$ cat config.mk
export PLATFORM = sky130hd
export DESIGN_NAME = sp_sync_tx
export DESIGN_NICKNAME = d
export VERILOG_FILES = /design/src/rtl/sp_pkg.sv /design/src/rtl/sp_frame_ctr.sv /design/src/rtl/sp_word_shift.sv /design/src/rtl/sp_line_fsm.sv /design/src/rtl/sp_sync_tx.sv
export SDC_FILE = /design/constraint.sdc
export NUM_CORES = 1
export LEC_CHECK = 0
export BUFFER_PORTS_ARGS = -buffer_cell sky130_fd_sc_hd__buf_4
export CORE_AREA = 8 8 72 74
export CTS_CLUSTER_SIZE = 30
export DETAILED_ROUTE_END_ITERATION = 10
export DIE_AREA = 0 0 80 82
export GPL_TIMING_DRIVEN = 1
export PLACE_DENSITY = 0.42
export SLEW_MARGIN = 20
export SYNTH_ARGS = -nofsm -noshare
export SYNTH_HDL_FRONTEND = slang
export SYNTH_SLANG_ARGS = --single-unit
$ cat constraint.sdc
create_clock -name clk -period 1.8 [get_ports clk]
set_input_delay 0.36 -clock clk [delete_from_list [all_inputs] [get_ports clk]]
set_output_delay 0.36 -clock clk [all_outputs]
set_load 0.005 [all_outputs]
$ cat src/rtl/sp_pkg.sv
package sp_pkg;

    typedef enum logic [2:0] {
        S_LEAD  = 3'd0,
        S_SYNC  = 3'd1,
        S_GUARD = 3'd2,
        S_DATA  = 3'd3,
        S_TAIL  = 3'd4
    } line_state_e;

endpackage

$ cat src/rtl/sp_frame_ctr.sv
module sp_frame_ctr #(
    parameter int FRAME_LEN = 50,
    parameter int CW        = $clog2(FRAME_LEN)
) (
    input  logic          clk,
    input  logic          rst,
    output logic [CW-1:0] cnt,
    output logic          wrap
);

    localparam logic [CW-1:0] LAST = CW'(FRAME_LEN - 1);

    always_ff @(posedge clk) begin
        if (rst)
            cnt <= '0;
        else if (cnt == LAST)
            cnt <= '0;
        else
            cnt <= cnt + 1'b1;
    end

    assign wrap = (cnt == LAST);

    // the count restarts right after the last clock of a frame
    a_r1_wrap_to_zero: assert property (@(posedge clk) disable iff (rst)
        (cnt == LAST) |=> (cnt == '0));

endmodule

$ cat src/rtl/sp_word_shift.sv
module sp_word_shift #(
    parameter int NBITS = 8
) (
    input  logic             clk,
    input  logic             rst,
    input  logic             load,
    input  logic             take,
    input  logic [NBITS-1:0] din,
    input  logic             shift,
    output logic             msb
);

    logic [NBITS-1:0] sh;

    always_ff @(posedge clk) begin
        if (rst)
            sh <= '0;
        else if (load)
            sh <= take ? din : '0;
        else if (shift)
            sh <= {sh[NBITS-2:0], 1'b0};
    end

    assign msb = sh[NBITS-1];

endmodule

$ cat src/rtl/sp_line_fsm.sv
module sp_line_fsm
    import sp_pkg::*;
#(
    parameter int FRAME_LEN = 50,
    parameter int SYNC_OFS  = 2,
    parameter int SYNC_W    = 6,
    parameter int GUARD     = 2,
    parameter int BIT_W     = 5,
    parameter int NBITS     = 8,
    parameter int CW        = $clog2(FRAME_LEN)
) (
    input  logic          clk,
    input  logic          rst,
    input  logic [CW-1:0] cnt,
    input  logic          wrap,
    input  logic          msb,
    output logic          shift_en,
    output logic          line
);

    localparam int SYNC_END   = SYNC_OFS + SYNC_W;
    localparam int DATA_START = SYNC_END + GUARD;
    localparam int DATA_END   = DATA_START + NBITS * BIT_W;
    localparam int TW         = $clog2(BIT_W + 1);

    line_state_e     state, nxt;
    logic [TW-1:0]   tmr;

    always_ff @(posedge clk) begin
        if (rst)
            state <= S_LEAD;
        else
            state <= nxt;
    end

    always_comb begin
        nxt = state;
        if (wrap) begin
            nxt = S_LEAD;
        end else begin
            unique case (state)
                S_LEAD:  if (cnt == CW'(SYNC_OFS - 1))   nxt = S_SYNC;
                S_SYNC:  if (cnt == CW'(SYNC_END - 1))   nxt = S_GUARD;
                S_GUARD: if (cnt == CW'(DATA_START - 1)) nxt = S_DATA;
                S_DATA:  if (cnt == CW'(DATA_END - 1))   nxt = S_TAIL;
                S_TAIL:  nxt = S_TAIL;
                default: nxt = S_LEAD;
            endcase
        end
    end

    always_ff @(posedge clk) begin
        if (rst || state != S_DATA)
            tmr <= '0;
        else if (tmr == TW'(BIT_W - 1))
            tmr <= '0;
        else
            tmr <= tmr + 1'b1;
    end

    always_comb begin
        line     = 1'b0;
        shift_en = 1'b0;
        unique case (state)
            S_SYNC: line = 1'b1;
            S_DATA: begin
                line     = msb;
                shift_en = (tmr == TW'(BIT_W - 1));
            end
            default: begin
                line     = 1'b0;
                shift_en = 1'b0;
            end
        endcase
    end

    // the pulse state lines up with the counter's sync window
    a_r2_sync_window: assert property (@(posedge clk) disable iff (rst)
        (state == S_SYNC) |-> (int'(cnt) >= SYNC_OFS && int'(cnt) < SYNC_END));

    // the bit window sits at its fixed offset behind the sync edge
    a_r4_data_window: assert property (@(posedge clk) disable iff (rst)
        (state == S_DATA) |-> (int'(cnt) >= DATA_START && int'(cnt) < DATA_END));

endmodule

$ cat src/rtl/sp_sync_tx.sv
module sp_sync_tx #(
    parameter int FRAME_LEN = 50,
    parameter int SYNC_OFS  = 2,
    parameter int SYNC_W    = 6,
    parameter int GUARD     = 2,
    parameter int BIT_W     = 5,
    parameter int NBITS     = 8
) (
    input  logic             clk,
    input  logic             rst,
    input  logic             in_valid,
    output logic             in_ready,
    input  logic [NBITS-1:0] in_data,
    output logic             line_o,
    output logic             frame_start
);

    localparam int CW       = $clog2(FRAME_LEN);
    localparam int DATA_END = SYNC_OFS + SYNC_W + GUARD + NBITS * BIT_W;

    generate
        if (DATA_END > FRAME_LEN || SYNC_OFS < 1 || GUARD < 1 ||
            SYNC_W < 1 || BIT_W < 1 || NBITS < 2) begin : g_bad_params
            $error("sp_sync_tx: data bits overrun the frame or a field is too small");
        end
    endgenerate

    logic [CW-1:0] cnt;
    logic          wrap;
    logic          msb;
    logic          shift_en;

    sp_frame_ctr #(
        .FRAME_LEN(FRAME_LEN),
        .CW       (CW)
    ) u_ctr (
        .clk (clk),
        .rst (rst),
        .cnt (cnt),
        .wrap(wrap)
    );

    sp_word_shift #(
        .NBITS(NBITS)
    ) u_shift (
        .clk  (clk),
        .rst  (rst),
        .load (wrap),
        .take (in_valid),
        .din  (in_data),
        .shift(shift_en),
        .msb  (msb)
    );

    sp_line_fsm #(
        .FRAME_LEN(FRAME_LEN),
        .SYNC_OFS (SYNC_OFS),
        .SYNC_W   (SYNC_W),
        .GUARD    (GUARD),
        .BIT_W    (BIT_W),
        .NBITS    (NBITS),
        .CW       (CW)
    ) u_fsm (
        .clk     (clk),
        .rst     (rst),
        .cnt     (cnt),
        .wrap    (wrap),
        .msb     (msb),
        .shift_en(shift_en),
        .line    (line_o)
    );

    assign in_ready    = wrap & ~rst;
    assign frame_start = (cnt == '0) & ~rst;

    // a ready clock is always followed by the first clock of a frame
    a_r5_ready_then_start: assert property (@(posedge clk) disable iff (rst)
        in_ready |=> frame_start);

    // the line stays low ahead of the sync pulse
    a_r3_lead_low: assert property (@(posedge clk) disable iff (rst)
        (int'(cnt) < SYNC_OFS) |-> !line_o);

    // the start strobe never lasts two clocks
    a_r1_single_start: assert property (@(posedge clk) disable iff (rst)
        frame_start |=> !frame_start);

endmodule

Yosys cells after proc, flatten, opt, wreduce, memory -nomap -nowiden
Cells that the tools add are included.
{"block": "totals", "regBits": 20, "wordCells": 39}
{"block": "op_classes", "addsub": 2, "n_eq_ne": 13, "n_mux": 9, "bitwise_logic": 4, "n_reduce_logical": 7}
{"operator": "8-bit two-way mux", "n": 3}
{"operator": "3-bit case mux with 5 select lines", "n": 1}
{"operator": "3-bit two-way mux", "n": 3}
{"operator": "6-bit by 1-bit adder with 6-bit output (second input constant)", "n": 1}
{"operator": "3-bit by 2-bit == test with 1-bit output (second input constant)", "n": 2}
{"operator": "3-bit == test (second input constant)", "n": 2}
{"operator": "6-bit by 1-bit == test with 1-bit output (second input constant)", "n": 1}
{"operator": "6-bit by 3-bit == test with 1-bit output (second input constant)", "n": 1}
{"operator": "6-bit by 4-bit == test with 1-bit output (second input constant)", "n": 1}
{"operator": "6-bit == test (second input constant)", "n": 1}
{"operator": "6-bit zero test", "n": 1}
{"operator": "2-bit by 1-bit inequality test with 1-bit output (second input constant)", "n": 3}
{"operator": "4-bit AND reduction", "n": 1}
{"operator": "2-bit OR reduction", "n": 2}
{"operator": "3-bit by 1-bit adder with 3-bit output (second input constant)", "n": 1}
{"operator": "3-bit by 1-bit == test with 1-bit output (second input constant)", "n": 1}
{"operator": "3-bit zero test", "n": 1}
{"operator": "3-bit by 2-bit inequality test with 1-bit output (second input constant)", "n": 1}
{"operator": "1-bit bitwise AND", "n": 2}
{"operator": "1-bit NOT", "n": 2}
{"operator": "1-bit case mux with 2 select lines", "n": 1}
{"operator": "2-bit nonzero test", "n": 1}
{"operator": "1-bit logical OR", "n": 1}
{"operator": "1-bit two-way mux", "n": 1}

Depth between registers and ports, before layout
Gate-level depths: netlist (run 1).
{"block": "logic_depth", "ltp_word": 4, "mapped_depth": 7, "ltp_nobuf": 5}

Hierarchy
A second synthesis (run 1) with hierarchy kept.
{"block": "unflattened", "hier_cells": 104, "area_unflattened_um2": 996.0}
{"mod": "sp_word_shift", "instances": 1, "cells_each": 35, "area_each_um2": 372.9, "seq_area_each_um2": 160.2}
{"mod": "sp_line_fsm", "instances": 1, "cells_each": 39, "area_each_um2": 341.6, "seq_area_each_um2": 120.1}
{"mod": "sp_frame_ctr", "instances": 1, "cells_each": 27, "area_each_um2": 255.2, "seq_area_each_um2": 120.1}
{"mod": "sp_sync_tx", "instances": 1, "cells_each": 3, "area_each_um2": 26.3, "seq_area_each_um2": 0.0}

Worst setup path after synthesis (run 1)
Ideal clock, no wire load.
{"block": "synth_path", "kind": "register to output", "from": "register u_ctr.cnt[0]", "to": "output in_ready", "t_arrival_ns": 1.176, "required_ns": 1.440, "path_slack_ns": 0.264, "path_stages_with_launch": 6, "n_path_buf": 1, "cell_sequence": "dfxtp_1 -> ha_1 -> nor4bb_4 -> buf_6 -> nand2_8 -> nor2_1"}
{"block": "synth_between", "elab_chain_len": 2}
{"element": "start: declaration", "line_no": "sp_frame_ctr.sv:7", "rtl": "output logic [CW-1:0] cnt,"}
{"element": "start signal: assignment", "line_no": "sp_frame_ctr.sv:19", "rtl": "cnt <= cnt + 1'b1;"}
{"element": "6-bit == test", "line_no": "sp_frame_ctr.sv:22", "rtl": "assign wrap = (cnt == LAST);"}
{"element": "1-bit bitwise AND", "line_no": "sp_sync_tx.sv:73", "rtl": "assign in_ready = wrap & ~rst;"}
{"element": "end: declaration", "line_no": "sp_sync_tx.sv:12", "rtl": "output logic in_ready,"}
No other way between the ends.

Final worst setup path (run 1)
{"block": "layout_path", "from": "register u_ctr.cnt[1]", "to": "output in_ready"}
The elaborated chain is that of the path after synthesis.

==> flow_summary.ini, run 1 <==
[grt]
busiest_layer = met2
grt_usage = 0.0857
grt.overflow.total = 0
use_met3 = 0.0186
antenna_found_initial = 0
grt_pass1_wl_mm = 4.45
grt_pass1_vias = 941
use_met1 = 0.0999
grt_max_degree = 22
gr-usage-met2 = 0.147

[finish]
layout-drive-gt1-share = 0.396
fill_cells = 453
stdcell_count = 186
finalNetCount = 152
num_antenna_cells = 0
final_area_mm2 = 0.00137
syn_to_final_growth_pct = 18.3

[power]
p_int_mw = 0.658
pwr-share-comb = 0.117
switching_share = 0.227
power_frac_clock = 0.340
p_per_area_mw_per_mm2 = 619
seqPwrFrac = 0.542
power_mw = 0.850
p_leak_nw = 0.473
ir_drop_uv = 254
p_switching_mw = 0.193

[worst_setup_path]
worstPathArrival_ps = 1380
required_ps = 1440
critPathCaptureType = output pin
path_buf_inv = 3
path_delay_family = flip-flops
timing.rr.start = u_ctr.cnt[1]
startpoint = u_ctr.cnt[1]
critPathKind = register to output pin
crit_slowest_cell = dfxtp_2
crit_path_max_incr_delay_ps = 340
path_cells = inv_2 -> ha_4 -> nor4bb_4 -> buf_4 -> nand2_8 -> nor2_4 -> buf_6
crit_fanout = 3
startpoint_type = register

[drt]
drtAntennaViolNets = 0
dr.first_iter.drc_count = 27
vias_per_cell = 4.94
dr_total_vias = 918
drc = 0
drtPass1Iterations = 2
wl_per_cell_um = 14.4
wirelength_mm = 2.69

[floorplan]
fp.dieW_um = 80
dieArea_mm2 = 0.00656
io_pins = 14
rows = 24
die_y_um = 82
initial_core_util = 0.280
core_area_mm2 = 0.00414

[placement]
place_area_mm2 = 0.00126
dpl.cell_count = 179
portBuffers = 13
dp_hpwl_mm = 1.89
globalplace.congestion = 0.687
pre_cts_ws_ps = 111

[clocking]
clockBufferDepth = 2
htree_levels = 1
cts_root_buffer = clkbuf_8
clkTransAtPathRegs_ps = 70
cts_tree = done
clkLatencyLatePin_ps = 250
holdBufCountCts = 0
cts_num_sinks = 20
numCtsBuffers = 3

[yosys]
synth_area_mm2 = 0.00116
yosysTopAreaCell = dfxtp_1
syn_inst = 121
synth_edf_count = 0
yosys_warnings = 0
synth_cell_types = 38
postSynth.asyncResetShare = 0
synth-main-ff-cell = dfxtp_1
ys_seq_area_frac = 0.345
syn-num-nets = 137
synth_area_leaders = dfxtp_1 34%, ha_1 5.4%, a31o_2 5.3%
netlist.area_leader.share = 0.345
yosys_register_bits = 20
syn_avg_cell_area_um2 = 9.60

[timing]
fmax_mhz = 576
rsz0062_at_grt = true
setup_ws_ps = 63.2
slew_headroom = 0.784
final_max_slew_viol_count = 0
worstMarginPinSlew_ps = 319
setup_viol = 0
hold_viol_final = 0
clock_skew_ps = 1.46
period_share = 0.965
period_needed_ps = 1740

[hold_path]
min-delay-start = in_data[0]
hp-class = input pin to register

[status]
outcome = complete, no violations

[run]
maxCapViolCount = 0
worst register-to-register path, stage by stage, from the launching register on:
cell and delay (ps):
dfxtp_2 350, inv_2 50, ha_4 150, nor4bb_4 140, buf_4 160, buf_4 170, and2_4 220, a2111oi_2 210
cell type report:
class,instances,area [um^2],area share
clock buffers,3,41.3,0.0301
inverters,5,18.8,0.0137
multi-input cells,85,682,0.496
flip-flops and latches,20,405,0.295
well taps,52,65.1,0.0474
repair buffers,21,161,0.117
cell families after synthesis:
logic type	after synthesis	synth area share
simple gates	47	0.284
compound gates	28	0.184
flops	20	0.345
buf+inv	16	0.0948
xor+xnor	5	0.0377
fa+ha+maj	5	0.0539
synth_stat cells (all sizes together) (2+ instances only):
master and count:
dfxtp 20, buf 7, nand2 13, ha 5, a31o 7, or3 2
nand3 2, nor3 5, o21ai 8, xnor2 3, nor2 4, nand3b 2
inv 5, nand4 7, nor4 2, clkbuf 4, a31oi 7, nor3b 2
nand2b 2, xor2 2, nor4b 2
flip-flops by register name (all words and copies together), names as in the netlist:
register and flops:
u_shift.sh 8, u_ctr.cnt 6, u_fsm.state 3, u_fsm.tmr 3
layout by cell type, fill, tap and decap left out, types with 2 or more instances in the layout:
master,instances
buf_4,20
dfxtp_1,16
nand2_1,12
o21ai_0,8
nand4_1,7
a31o_2,7
a31oi_1,7
inv_1,4
nor3_2,4
ha_1,4
dfxtp_2,4
xnor2_1,3
nor2_1,3
clkbuf_8,3
nand3b_1,2
nand2b_1,2
nor4_2,2
nand3_1,2
xor2_1,2
metrics by stage:
step	TNS, ps	util	hold slack, ps
4_1_cts	0	0.320	385
2_1_floorplan	0	-	417
5_1_grt	-42.1	0.332	407
3_5_place_dp	0	0.305	441
3_3_place_gp	0	0.305	428
6_report	0	0.332	391
metal layers:
layer  part of all wire  vias to the layer above
met5                  0                        -
met2               0.51                        5
li1                   -                      468
met4             0.0089                        0
met1               0.46                      443
met3              0.023                        2
power by group through the flow:
| stage | registers (mW) | clock network [mW] | logic (mW) |
|---|---|---|---|
| 3_3_place_gp | 0.469 | 0 | 0.0919 |
| 3_5_place_dp | 0.469 | 0 | 0.0930 |
| 5_1_grt | 0.463 | 0.325 | 0.109 |
| 4_1_cts | 0.460 | 0.301 | 0.0956 |
| 2_1_floorplan | 0.467 | 0 | 0.0585 |
| 6_report | 0.461 | 0.289 | 0.0998 |
repair_timing:
item                                   CTS  global route
endpoints found under the hold margin    0             0
buffers inserted                         1             3
gates resized for setup                  7             5
pin swaps                                1             0
setup endpoints to repair                2             2
worst paths after layout:
path	end	slack, ps	cells after the start
max	in_ready	60	7
min	u_shift.sh[0]	390	3
max reg2reg	u_fsm.state[0]	260	7
min reg2reg	u_fsm.tmr[0]	450	1
No activity file was read; power rests on OpenSTA's default activity.
==> run 2, diff against run 1 <==
Settings changed: CORE_AREA 8 8 72 74 to 8 8 67 69, DIE_AREA 0 0 80 82 to 0 0 75 77, PLACE_DENSITY 0.42 to 0.43, SYNTH_HIERARCHICAL set to 1.
==> run 2 against run 1 <==
Net effect: the run now ends with negative setup slack left; non-clock buffer count unchanged; sequential power up 1%; critical path type unchanged; largest power group unchanged; critical endpoint is now frame_start; core utilization up 2.8 points; register-to-register slack worse by 80 ps; hold slack worse by 47 ps; wire length down 16%.
==> flow_summary.ini, run 2 <==
[finish]
top_register = u_shift/sh
finalNetCount = 143
final_area_mm2 = 0.00126
utilization = 0.360
syn_to_final_growth_pct = 26.3
fill_cells = 384
num_antenna_cells = 0
most-common-layout-cells = 20 x buf_4, 17 x dfxtp_1, 11 x nor2_1
top_regs = u_shift/sh: 8 flops, u_ctr/cnt: 6 flops
largest_register_ffs = 8
layout-drive-gt1-share = 0.276
final_common_cell = buf_4

[hold_path]
hold_end = u_shift/sh[0]
min_path_cells = 3
hp-class = input pin to register
min-delay-start = in_data[0]

[yosys]
syn_avg_cell_area_um2 = 9.58
synth_area_leaders = dfxtp_1 40%, mux2i_1 7.0%, a211oi_1 5.3%
ys_seq_area_frac = 0.402
synth_cell_types = 36
yosys_warnings = 6
synth.top_cells.by_count = 20 x dfxtp_1, 11 x nor2_1, 7 x a211oi_1, 7 x a21boi_0, 7 x mux2i_1
syn-num-nets = 119
yosysTopAreaCell = dfxtp_1
yosysMostFrequentCell = dfxtp_1
netlist.area_leader.share = 0.402
synth_area_um2 = 996
yosys_register_bits = 20
postSynth.asyncResetShare = 0
synth-main-ff-cell = dfxtp_1
synth_edf_count = 0
syn_inst = 104

[floorplan]
core_area_mm2 = 0.00350
die_y_um = 77
io_pins = 14
dieArea_mm2 = 0.00578
initial_core_util = 0.285
rows = 22
fp.dieW_um = 75

[clocking]
htree_levels = 1
numCtsBuffers = 3
clockBufferDepth = 2
cts_tree = done
cts_root_buffer = clkbuf_4
clkTransAtPathRegs_ps = 120
cts_num_sinks = 20
clkLatencyLatePin_ps = 300

[worst_setup_path]
startpoint_type = register
timing.rr.start = u_ctr/cnt[1]
crit_slowest_cell = or4_4
worstPathArrival_ps = 1510
critPathCaptureType = output pin
critPathKind = register to output pin
crit_fanout = 2
required_ps = 1440
worst-r2r-cell-count = 7
timing.rr.end = u_fsm/state[1]
crit_path_max_incr_delay_ps = 480
reg2reg_slack_ps = 180
path_cells = buf_6 -> or4_4 -> nor4_4 -> buf_4
path_delay_family = simple AND/OR/NAND/NOR gates
path_buf_inv = 2

[run]
maxCapViolCount = 0

[timing]
fin_setup_tns_ps = -72.3
setup_viol = 1
hold_viol_final = 0
worstMarginPinSlew_ps = 506
final_max_slew_viol_count = 0
setup_ws_ps = -72.3
rsz0062_at_grt = true
clock_skew_ps = 5.95
period_needed_ps = 1870
slew_headroom = 0.662
period_share = 1.04
fmax_mhz = 534

[grt]
grt.overflow.total = 0
antenna_found_initial = 0
grt_pass1_wl_mm = 3.85
grt_pass1_vias = 843
grt_max_degree = 17
grt_usage = 0.0844

[drt]
drtAntennaViolNets = 0
wl_per_cell_um = 12.9
wirelength_mm = 2.25
drc = 0
drtPass1Iterations = 4
dr_total_vias = 833
vias_per_cell = 4.76
dr.first_iter.drc_count = 29

[status]
violations = negative setup slack
outcome = finished with violations

[power]
p_leak_nw = 0.463
p_per_area_mw_per_mm2 = 681
ir_drop_uv = 225

[placement]
dp_hpwl_mm = 1.63
portBuffers = 13
place_area_mm2 = 0.00118
globalplace.congestion = 0.690
pre_cts_ws_ps = 146
[run 2: how the worst max path moves through the flow]
stage | to | cells past startpoint | from | slack [ps]
CTS | frame_start | 4 | u_ctr/cnt[1] | -110
global placement | frame_start | 4 | u_ctr/cnt[1] | 190
finish | frame_start | 4 | u_ctr/cnt[1] | -70
detailed placement | u_fsm/state[1] | 5 | u_ctr/cnt[0] | 150
global route | frame_start | 4 | u_ctr/cnt[1] | -150
floorplan | u_fsm/state[1] | 5 | u_ctr/cnt[0] | 270
[run 2: layout make-up]
type,instances,area (um^2),area share
Tap cell,48,60.1,0.0478
Multi-Input combinational cell,76,573,0.456
Timing Repair Buffer,21,161,0.128
Sequential cell,20,404,0.321
Clock buffer,4,36.3,0.0289
Inverter,6,22.5,0.0179
[run 2: report_power, final]
group	leakage [nW]	internal, mW	switching (mW)
logic	0.279	0.0695	0.0606
clock network	0.0210	0.123	0.136
registers	0.163	0.457	0.00995
[run 2: tightest hold or removal path: stages]
cell and delay, ps:
buf_4 110, nand3_1 70, a21oi_1 60
[run 2: what timing repair did]
action / 4_1_cts / 5_1_grt
setup buffers: 1 / 1
setup endpoints to repair: 2 / 2
resized for setup: 7 / 1
hold buffers: 0 / 0
[run 2: metrics by stage]
| step | power (mW) | cells | hold slack, ps |
|---|---|---|---|
| floorplan | 0.534 | 104 | 417 |
| global placement | 0.594 | 169 | 434 |
| detailed placement | 0.597 | 169 | 444 |
| CTS | 0.881 | 174 | 323 |
| global route | 0.916 | 175 | 325 |
| finish | 0.856 | 175 | 344 |
[run 2: routing by layer]
metal / routed length, um / vias to the layer above / GRT usage / share of wire
met5: 0 / - / 0 / 0
met4: 0 / 0 / 0.0353 / 0
met3: 126 / 0 / 0.0208 / 0.056
met2: 994 / 16 / 0.129 / 0.44
met1: 1130 / 384 / 0.108 / 0.50
li1: - / 433 / - / -
[run 2: kinds of logic after synthesis]
| family | synth area share |
|---|---|
| and+or+nand+nor | 0.210 |
| AOI/OAI and AO/OA | 0.186 |
| DFF | 0.402 |
| buffers and inverters | 0.0377 |
| muxes | 0.0704 |
| xor gates and xnor gates | 0.0440 |
| adders and majority gates | 0.0503 |
==> run 3, diff against run 2 <==
--- a/constraint.sdc
+++ b/constraint.sdc
@@ -3,2 +3,2 @@
 set_output_delay 0.36 -clock clk [all_outputs]
-set_load 0.005 [all_outputs]
+set_load 0.05 [all_outputs]
==> run 3 against run 2 <==
Net effect: the flow still finishes with violations (negative setup slack); setup slack worse by 5.8 ps; clock skew up 0.92 ps; wire length up 1.5%; register-to-register slack about the same; clock power about the same; non-clock buffer count up 2; sequential power about the same; count of clock-buffer cells in the layout unchanged; maximum frequency down 0.31%; global-route usage down 0.28 points; via count up 1.8%.
==> flow_summary.ini, run 3 (same netlist as run 2, synthesis figures left out) <==
[finish]
largest_register_ffs = 8
finalNetCount = 145
final_common_cell = buf_4
fill_cells = 370
top_register = u_shift/sh
multi_input_area_um2 = 583
final_area_mm2 = 0.00129
top_regs = u_shift/sh: 8 flops, u_ctr/cnt: 6 flops
most-common-layout-cells = 21 x buf_4, 17 x dfxtp_1, 10 x nor2_1
num_antenna_cells = 0
layout-drive-gt1-share = 0.302
utilization = 0.369
syn_to_final_growth_pct = 29.4
regArea_um2 = 407
stdcell_count = 177

[floorplan]
initial_core_util = 0.285
fp.dieW_um = 75
core_area_mm2 = 0.00350
dieArea_mm2 = 0.00578
io_pins = 14
rows = 22
die_y_um = 77

[worst_setup_path]
path_buf_inv = 1
startpoint_type = register
crit_slowest_cell = or4_4
critPathCaptureType = output pin
required_ps = 1440
worst-r2r-cell-count = 7
critPathKind = register to output pin
worstPathArrival_ps = 1520
path_delay_family = simple AND/OR/NAND/NOR gates
crit_path_max_incr_delay_ps = 540
path_cells = or4_4 -> nor4_4 -> buf_6
crit_fanout = 2
crit_cells = 3

[timing]
clock_skew_ps = 6.87
rsz0062_at_grt = true
hold_viol_final = 0
period_share = 1.04
fin_setup_tns_ps = -78.1
period_needed_ps = 1880
setup_ws_ps = -78.1
final_max_slew_viol_count = 0
fmax_mhz = 532
slew_headroom = 0.699
hold_ws_ps = 343
setup_viol = 1
worstMarginPinSlew_ps = 451

[grt]
grt_max_degree = 17
grt_usage = 0.0816
antenna_found_initial = 0
grt.overflow.total = 0
grt_pass1_wl_mm = 3.75
grt_pass1_vias = 822

[placement]
dpl.cell_count = 172
dp_hpwl_mm = 1.64
globalplace.congestion = 0.806
pre_cts_ws_ps = 182
portBuffers = 13
place_area_mm2 = 0.00122

[clocking]
clkLatencyLatePin_ps = 300
clkTransAtPathRegs_ps = 120
cts_tree = done
htree_levels = 1
clockBufferDepth = 2
cts_num_sinks = 20
numCtsBuffers = 3
cts_root_buffer = clkbuf_4
holdBufCountCts = 0

[drt]
drtPass1Iterations = 4
dr_total_vias = 848
wirelength_mm = 2.29
drc = 0
drtAntennaViolNets = 0
vias_per_cell = 4.79
wl_per_cell_um = 12.9
dr.first_iter.drc_count = 60

[status]
violations = negative setup slack
outcome = finished with violations

[power]
ir_drop_uv = 278
power_mw = 0.879
p_per_area_mw_per_mm2 = 682
p_leak_nw = 0.475

[run]
maxCapViolCount = 0

[hold_path]
min_path_cells = 3
hp-class = input pin to register
==> run 3: report_power, final <==
part,total [mW],internal [mW],switching [mW]
Sequential,0.469,0.456,0.0134
Combinational,0.148,0.0698,0.0777
Clock,0.262,0.123,0.139
Total,0.879,0.649,0.230
==> run 3: worst paths after layout <==
path | start | end | slack [ps]
worst min-delay path | in_data[0] | u_shift/sh[0] | 340
worst min register to register | u_ctr/cnt[0] | u_ctr/cnt[0] | 460
worst max register to register | u_ctr/cnt[1] | u_shift/sh[0] | 170
worst max-delay path | u_ctr/cnt[5] | frame_start | -80
==> run 3: final cells by class <==
cell class | count | area share
Clock buffer | 4 | 0.0282
Inverter | 6 | 0.0175
Multi-Input combinational cell | 76 | 0.452
Sequential cell | 20 | 0.316
Tap cell | 48 | 0.0466
Timing Repair Buffer | 23 | 0.140
==> run 3: per-layer routing <==
| layer | vias to the layer above | part of all wire | global-route usage |
|---|---|---|---|
| met5 | - | 0 | 0 |
| met1 | 399 | 0.45 | 0.0987 |
| met2 | 17 | 0.47 | 0.130 |
| met3 | 2 | 0.069 | 0.0247 |
| met4 | 0 | 0.0088 | 0.0294 |
| li1 | 430 | - | - |
==> run 3: tightest hold or removal path: stages <==
cell and delay, ps:
buf_4 110, nand3_1 70, a21oi_1 60
==> run 3: repair_timing <==
action	in CTS	in global routing
resized for setup	8	2
setup buffers	0	1
endpoints found under the hold margin	0	0
setup endpoints to repair	2	2
pin swaps	1	0
